## src/rtl/i2c_tgt_pkg.sv

```systemverilog
package i2c_tgt_pkg;
  typedef enum logic [2:0] {
    ST_IDLE, ST_ADDR, ST_AACK, ST_RX, ST_RACK, ST_TX, ST_MACK
  } tgt_state_e;
endpackage

```

## src/rtl/i2c_bus_events.sv

```systemverilog
module i2c_bus_events (
  input  logic clk,
  input  logic rst,
  input  logic scl_i,
  input  logic sda_i,
  output logic scl_rise,
  output logic scl_fall,
  output logic start_det,
  output logic stop_det
);
  logic scl_q, sda_q;

  always_ff @(posedge clk) begin
    if (rst) begin
      scl_q <= 1'b1;
      sda_q <= 1'b1;
    end else begin
      scl_q <= scl_i;
      sda_q <= sda_i;
    end
  end

  assign scl_rise  = scl_i & ~scl_q;
  assign scl_fall  = ~scl_i & scl_q;
  // SDA moving while SCL stays high marks a bus condition
  assign start_det = scl_i & scl_q & sda_q & ~sda_i;
  assign stop_det  = scl_i & scl_q & ~sda_q & sda_i;
endmodule

```

## src/rtl/i2c_tgt_engine.sv

```systemverilog
module i2c_tgt_engine
  import i2c_tgt_pkg::*;
#(
  parameter int          HI_W     = 4,
  parameter logic [HI_W-1:0] ADDR_HI = 4'b0100,
  parameter int          STRAP_W  = 3,
  parameter int          NUM_REGS = 4,
  localparam int         PTR_W    = $clog2(NUM_REGS),
  localparam int         ADDR_W   = HI_W + STRAP_W
) (
  input  logic               clk,
  input  logic               rst,
  input  logic               scl_i,
  input  logic               sda_i,
  input  logic               scl_rise,
  input  logic               scl_fall,
  input  logic               start_det,
  input  logic               stop_det,
  input  logic [STRAP_W-1:0] strap,
  output logic               sda_oe,
  output logic               wr_valid,
  output logic [PTR_W-1:0]   wr_addr,
  output logic [7:0]         wr_data,
  output logic               rd_strobe,
  output logic [PTR_W-1:0]   rd_addr,
  input  logic [7:0]         rd_data
);
  localparam logic [7:0] REG_LIMIT = 8'(NUM_REGS);

  tgt_state_e        state;
  logic [3:0]        cnt;
  logic [7:0]        rx_sh, tx_sh, ptr, wdat_q;
  logic              rw_q, have_cmd, nack_q, oe_q, wv_q;
  logic [ADDR_W-1:0] own_addr;
  logic              addr_hit, ptr_readable, ptr_writable, rd_fire;
  logic [7:0]        load_val;

  assign own_addr     = {ADDR_HI, strap};
  assign addr_hit     = (rx_sh[7:1] == own_addr);
  assign ptr_readable = (ptr < REG_LIMIT);
  assign ptr_writable = (ptr != 8'd0) && (ptr < REG_LIMIT);
  assign load_val     = ptr_readable ? rd_data : 8'hFF;

  // Read pulses: on the address acknowledge of a read, and after each controller ACK
  assign rd_fire = ptr_readable && scl_fall && !start_det && !stop_det &&
                   ((state == ST_ADDR && cnt == 4'd8 && addr_hit && rx_sh[0]) ||
                    (state == ST_MACK && !nack_q));

  always_ff @(posedge clk) begin
    if (rst) begin
      state    <= ST_IDLE;
      cnt      <= '0;
      rx_sh    <= '0;
      tx_sh    <= '0;
      ptr      <= '0;
      wdat_q   <= '0;
      rw_q     <= 1'b0;
      have_cmd <= 1'b0;
      nack_q   <= 1'b1;
      oe_q     <= 1'b0;
      wv_q     <= 1'b0;
    end else begin
      wv_q <= 1'b0;
      if (start_det) begin
        state <= ST_ADDR;
        cnt   <= '0;
        oe_q  <= 1'b0;
      end else if (stop_det) begin
        state <= ST_IDLE;
        oe_q  <= 1'b0;
      end else begin
        unique case (state)
          ST_IDLE: ;
          ST_ADDR: begin
            if (scl_rise && cnt < 4'd8) begin
              rx_sh <= {rx_sh[6:0], sda_i};
              cnt   <= cnt + 4'd1;
            end else if (scl_fall && cnt == 4'd8) begin
              if (addr_hit) begin
                oe_q  <= 1'b1;
                rw_q  <= rx_sh[0];
                state <= ST_AACK;
                if (rx_sh[0]) tx_sh <= load_val;
              end else begin
                state <= ST_IDLE;
              end
            end
          end
          ST_AACK: if (scl_fall) begin
            cnt <= '0;
            if (rw_q) begin
              state <= ST_TX;
              oe_q  <= ~tx_sh[7];
            end else begin
              state    <= ST_RX;
              oe_q     <= 1'b0;
              have_cmd <= 1'b0;
            end
          end
          ST_RX: begin
            if (scl_rise && cnt < 4'd8) begin
              rx_sh <= {rx_sh[6:0], sda_i};
              cnt   <= cnt + 4'd1;
            end else if (scl_fall && cnt == 4'd8) begin
              oe_q  <= 1'b1;
              state <= ST_RACK;
              if (!have_cmd) begin
                ptr      <= rx_sh;
                have_cmd <= 1'b1;
              end else if (ptr_writable) begin
                wv_q   <= 1'b1;
                wdat_q <= rx_sh;
              end
            end
          end
          ST_RACK: if (scl_fall) begin
            oe_q  <= 1'b0;
            cnt   <= '0;
            state <= ST_RX;
          end
          ST_TX: if (scl_fall) begin
            if (cnt == 4'd7) begin
              oe_q  <= 1'b0;
              state <= ST_MACK;
            end else begin
              tx_sh <= {tx_sh[6:0], 1'b0};
              oe_q  <= ~tx_sh[6];
              cnt   <= cnt + 4'd1;
            end
          end
          ST_MACK: begin
            if (scl_rise) nack_q <= sda_i;
            else if (scl_fall) begin
              if (!nack_q) begin
                tx_sh <= load_val;
                oe_q  <= ~load_val[7];
                cnt   <= '0;
                state <= ST_TX;
              end else begin
                state <= ST_IDLE;
              end
            end
          end
          default: state <= ST_IDLE;
        endcase
      end
    end
  end

  assign sda_oe    = oe_q;
  assign wr_valid  = wv_q;
  assign wr_addr   = ptr[PTR_W-1:0];
  assign wr_data   = wdat_q;
  assign rd_strobe = rd_fire;
  assign rd_addr   = ptr[PTR_W-1:0];


  sda_low_phase_chk: assert property (@(posedge clk) disable iff (rst)
    !$stable(oe_q) |-> !scl_i);

  wr_single_chk: assert property (@(posedge clk) disable iff (rst)
    wv_q |=> !wv_q);

  wr_after_fall_chk: assert property (@(posedge clk) disable iff (rst)
    wv_q |-> $past(scl_fall));

  rd_wr_excl_chk: assert property (@(posedge clk) disable iff (rst)
    rd_fire |-> !wv_q);

  stop_release_chk: assert property (@(posedge clk) disable iff (rst)
    stop_det |=> (!oe_q && state == ST_IDLE));

  reset_ptr_chk: assert property (@(posedge clk)
    rst |=> (ptr == 8'd0 && state == ST_IDLE && !oe_q));
endmodule

```

## src/rtl/i2c_cmd_target.sv

```systemverilog
module i2c_cmd_target #(
  parameter int NUM_REGS = 4,
  localparam int PTR_W   = $clog2(NUM_REGS)
) (
  input  logic             clk,
  input  logic             rst,
  input  logic             scl_i,
  input  logic             sda_i,
  input  logic [2:0]       strap,
  output logic             sda_oe,
  output logic             wr_valid,
  output logic [PTR_W-1:0] wr_addr,
  output logic [7:0]       wr_data,
  output logic             rd_strobe,
  output logic [PTR_W-1:0] rd_addr,
  input  logic [7:0]       rd_data
);
  logic scl_rise, scl_fall, start_det, stop_det;

  i2c_bus_events u_events (
    .clk(clk), .rst(rst), .scl_i(scl_i), .sda_i(sda_i),
    .scl_rise(scl_rise), .scl_fall(scl_fall),
    .start_det(start_det), .stop_det(stop_det)
  );

  i2c_tgt_engine #(
    .HI_W(4), .ADDR_HI(4'b0100), .STRAP_W(3), .NUM_REGS(NUM_REGS)
  ) u_engine (
    .clk(clk), .rst(rst), .scl_i(scl_i), .sda_i(sda_i),
    .scl_rise(scl_rise), .scl_fall(scl_fall),
    .start_det(start_det), .stop_det(stop_det),
    .strap(strap), .sda_oe(sda_oe),
    .wr_valid(wr_valid), .wr_addr(wr_addr), .wr_data(wr_data),
    .rd_strobe(rd_strobe), .rd_addr(rd_addr), .rd_data(rd_data)
  );
endmodule

```

## config.mk

```make
export PLATFORM = sky130hd
export DESIGN_NAME = i2c_cmd_target
export DESIGN_NICKNAME = d
export VERILOG_FILES = /design/src/rtl/i2c_tgt_pkg.sv /design/src/rtl/i2c_bus_events.sv /design/src/rtl/i2c_tgt_engine.sv /design/src/rtl/i2c_cmd_target.sv
export SDC_FILE = /design/constraint.sdc
export NUM_CORES = 1
export LEC_CHECK = 0
export ABC_AREA = 0
export ABC_CLOCK_PERIOD_IN_PS = 2700
export BUFFER_PORTS_ARGS = -buffer_cell sky130_fd_sc_hd__buf_4
export CAP_MARGIN = 20
export CORE_UTILIZATION = 30
export DETAILED_ROUTE_END_ITERATION = 8
export PLACE_DENSITY_LB_ADDON = 0.25
export SETUP_SLACK_MARGIN = 0.4
export SLEW_MARGIN = 15
export SYNTH_ARGS = -nofsm -noshare
export SYNTH_HDL_FRONTEND = slang
export SYNTH_HIERARCHICAL = 1
export SYNTH_SLANG_ARGS = --single-unit
```

## constraint.sdc

```tcl
create_clock -name clk -period 2.7 [get_ports clk]
set_clock_uncertainty 0.15 [all_clocks]
set_input_delay 0.27 -clock clk [delete_from_list [all_inputs] [get_ports clk]]
set_output_delay 0.27 -clock clk [all_outputs]
set_load 0.05 [all_outputs]
```

==> reports/metrics.csv <==
stage;metric;value;unit
routing;DRT Wirelength;5891;um
sta;Final period util;0.9245;
routing;Iteration-0 DRC Markers;157;
sta;final-report hold violation count;0;
grt;first-pass GRT wire length;9894;um
sta;Slew @ Worst Pin;0.5772;ns
yosys;post-synthesis sequential area ratio;0.3651;
yosys;FFs w/ async S/R, synth;0;
sta;Slew HR;0.6140;
finish;Storage cell area;925.9;um^2
hold_path;Min-Delay Endpoint;u_events/scl_q$_SDFF_PP1_;
placed_design;HPWL Detailed;4100;um
yosys;Synth cell types;55;
placed_design;GP Congestion;0.7980;
cts;worst-skew pair later-pin latency;0.31;ns
finish;footprint of the multi-input gates;1460;um^2
sta;setup_tns;0;ns
grt;largest net degree at the start of global routing;45;
critical_path;Worst EP arrival;2.08;ns
hold_path;worst hold path type;in2reg;
sta;RSZ-0062 raised after global routing;true;
yosys;Post-synth EDFFs;0;
cts;clk sinks;46;
floorplan;CORE AREA;8175;um^2
pwr;Max VDD drop;0.0002433;V
routing;antenna-violating nets left;0;
critical_path;WS Path Type;reg2out;
yosys;gate count after technology mapping;286;
yosys;synthesized netlist net count;303;
critical_path;Reg2Reg Setup Slack;0.47;ns
cts;H-tree lvl count;2;
floorplan;# IOs;30;
routing;Post-route DRC;0;
cts;Worst-path clk slew;0.09;ns
placed_design;IO Port Bufs;29;
routing;vias;2170;
yosys;Avg Cell Area, Syn;8.820;um^2
finish;layout cells sized above 1;0.2233;
grt;vias in the first global route;1934;
critical_path;reg2reg start;u_events/scl_q$_SDFF_PP1_;
pwr;Leak;1.185;nW
floorplan;row cnt;33;
sta;Setup WS post-layout;0.2038;ns
finish;# fillers;879;
job;Max Cap Viol;0;
routing;drt pass-1 iters;4;
pwr;Pwr Density;419.9;nW/um^2
yosys;mapped cell area;2522;um^2
critical_path;end of the worst register-to-register path;u_engine/wr_data[1]$_SDFFE_PP0P_;
outcome;outcome;completed;
sta;final number of setup-violating endpoints;0;
cts;CTS tree;yes;
cts;root buffer cell;clkbuf_8;
critical_path;cells on worst reg2reg path;6;
floorplan;die width;93.70;um
cts;total clock buffers created by CTS;5;
sta;Slew Limit Fails;0;
floorplan;die height;93.70;um
critical_path;crit start category;register;
yosys;#FFs+latches synth;46;
finish;Nets;334;
cts;clock buffer depth;2;
finish;Antenna diodes;0;
hold_path;worst hold start;scl_i;
hold_path;Hold Crit Depth;2;
routing;drt via density;5.130;
yosys;Most used DFF post-synth;dfxtp_1;
grt;total gr overflow;0;
finish;area delta synth->final;18.15;%
sta;hold slack;0.02922;ns
floorplan;Initial Util;0.3085;
sta;fmax;400.6;MHz
critical_path;Worst EP required;2.28;ns
grt;initial antenna violation count;0;
placed_design;pre-CTS setup slack;0.3150;ns
cts;cts hold-fix bufs;0;
routing;Wirelength per Cell;13.93;um
grt;GRT Overall Usage;0.1412;
floorplan;Die ar.;8779;um^2
yosys;synthesis warning total;6;
sta;Min Clock Period, post-route;2.496;ns
critical_path;crit end category;output pin;
critical_path;Crit Path Max Fanout;3;
[per-stage QoR]
| stage | area (um^2) | util | std cells | total power [mW] |
|---|---|---|---|---|
| 2_1_floorplan | 2534 | - | 286 | 0.7773 |
| 3_3_place_gp | 2801 | 0.3427 | 411 | 0.8040 |
| 3_5_place_dp | 2801 | 0.3427 | 411 | 0.8031 |
| 4_1_cts | 2943 | 0.3600 | 422 | 1.269 |
| 5_1_grt | 2980 | 0.3646 | 423 | 1.309 |
| 6_report | 2980 | 0.3646 | 423 | 1.252 |
[worst max-delay path by stage]
stage                                             from        end  slack (ns)
after global placement    u_engine/cnt[0]$_SDFFE_PP0P_  rd_strobe        0.27
after CTS                 u_engine/cnt[1]$_SDFFE_PP0P_  rd_strobe        0.21
after floorplan           u_engine/cnt[0]$_SDFFE_PP0P_  rd_strobe        0.36
final                     u_engine/cnt[1]$_SDFFE_PP0P_  rd_strobe        0.20
after detailed placement  u_engine/cnt[0]$_SDFFE_PP0P_  rd_strobe        0.31
after global routing      u_engine/cnt[1]$_SDFFE_PP0P_  rd_strobe        0.08
[synth_stat cells, types with 6 or more instances]
cell type / n / share of area
mux2i_1: 28 / 0.11
nand3_1: 9 / 0.018
nand2_1: 6 / 0.0089
dfxtp_1: 46 / 0.37
a21oi_1: 20 / 0.040
nor2_1: 52 / 0.077
nand3b_1: 7 / 0.021
nor3_1: 8 / 0.016
clkbuf_1: 8 / 0.012
o21ai_0: 11 / 0.022
[cells in the final DEF (no fill, tap or decap), types with 2 or more instances in the layout]
cell,instances
dfxtp_2,4
and3b_1,2
dfxtp_1,42
nand2_1,6
clkbuf_8,5
mux2i_1,28
a22oi_1,2
nor2_1,52
xnor2_1,3
nand3b_1,7
o41ai_1,2
o21a_1,4
o21ai_1,3
nor3b_1,2
buf_4,45
nand2b_1,4
o21ai_0,11
a21oi_1,20
o221ai_1,2
nor4b_1,2
nor2b_1,4
or2_1,2
nor3_1,8
inv_1,5
a32o_1,3
and4b_1,3
nor4_4,2
nand3_1,9
o22ai_1,2
inv_6,3
[flip-flops by register name (all words and copies together), names as in the netlist]
register and count:
u_engine/nack_q 1, u_engine/state 3, u_engine/wr_data 8, u_events/scl_q 1
u_events/sda_q 1, u_engine/tx_sh 8, u_engine/have_cmd 1, u_engine/wr_valid 1
u_engine/cnt 4, u_engine/ptr 8, u_engine/rx_sh 8, u_engine/rw_q 1
u_engine/sda_oe 1
[routing by layer]
metal	global-route usage	up-vias	wire (um)
li1	-	1090	-
met1	0.2011	1020	2902
met2	0.2165	52	2642
met3	0.02508	8	275
met4	0.03974	0	70
met5	0	-	0
[layout make-up]
type,instances,area share
multi-input cells,213,0.4899
flip-flops and latches,46,0.3107
repair buffers,46,0.1171
well taps,105,0.04408
clock buffers,5,0.02309
clock inverters,3,0.008816
inverters,5,0.006297
[kinds of logic (layout without fill, tap and decap cells)]
kind of cell,count (synthesis),count (layout),share of synthesized area
compound gates,62,62,0.1632
xor+xnor,4,4,0.01389
fa+ha+maj,2,2,0.009919
buf+inv,27,59,0.07837
flops,46,46,0.3651
mux,28,28,0.1111
simple gates,117,117,0.2584
[worst max-delay path, cell delays in order (launching register included)]
cell,delay (ns)
dfxtp_1,0.33
inv_1,0.07
ha_2,0.18
nand3b_1,0.13
or3_4,0.36
o32a_1,0.33
nor3b_4,0.19
buf_6,0.18
[timing repair]
| action | in CTS | in global routing |
|---|---|---|
| pin swaps | 1 | 2 |
| setup endpoints to repair | 5 | 24 |
| buffers inserted | 3 | 1 |
| resized for setup | 4 | 9 |
[power breakdown]
group | internal (mW) | switching (mW) | total (mW)
Clock | 0.193 | 0.269 | 0.462
Combinational | 0.0437 | 0.0580 | 0.102
Sequential | 0.683 | 0.00512 | 0.688
Note: power is estimated with default switching activity, not from simulation.
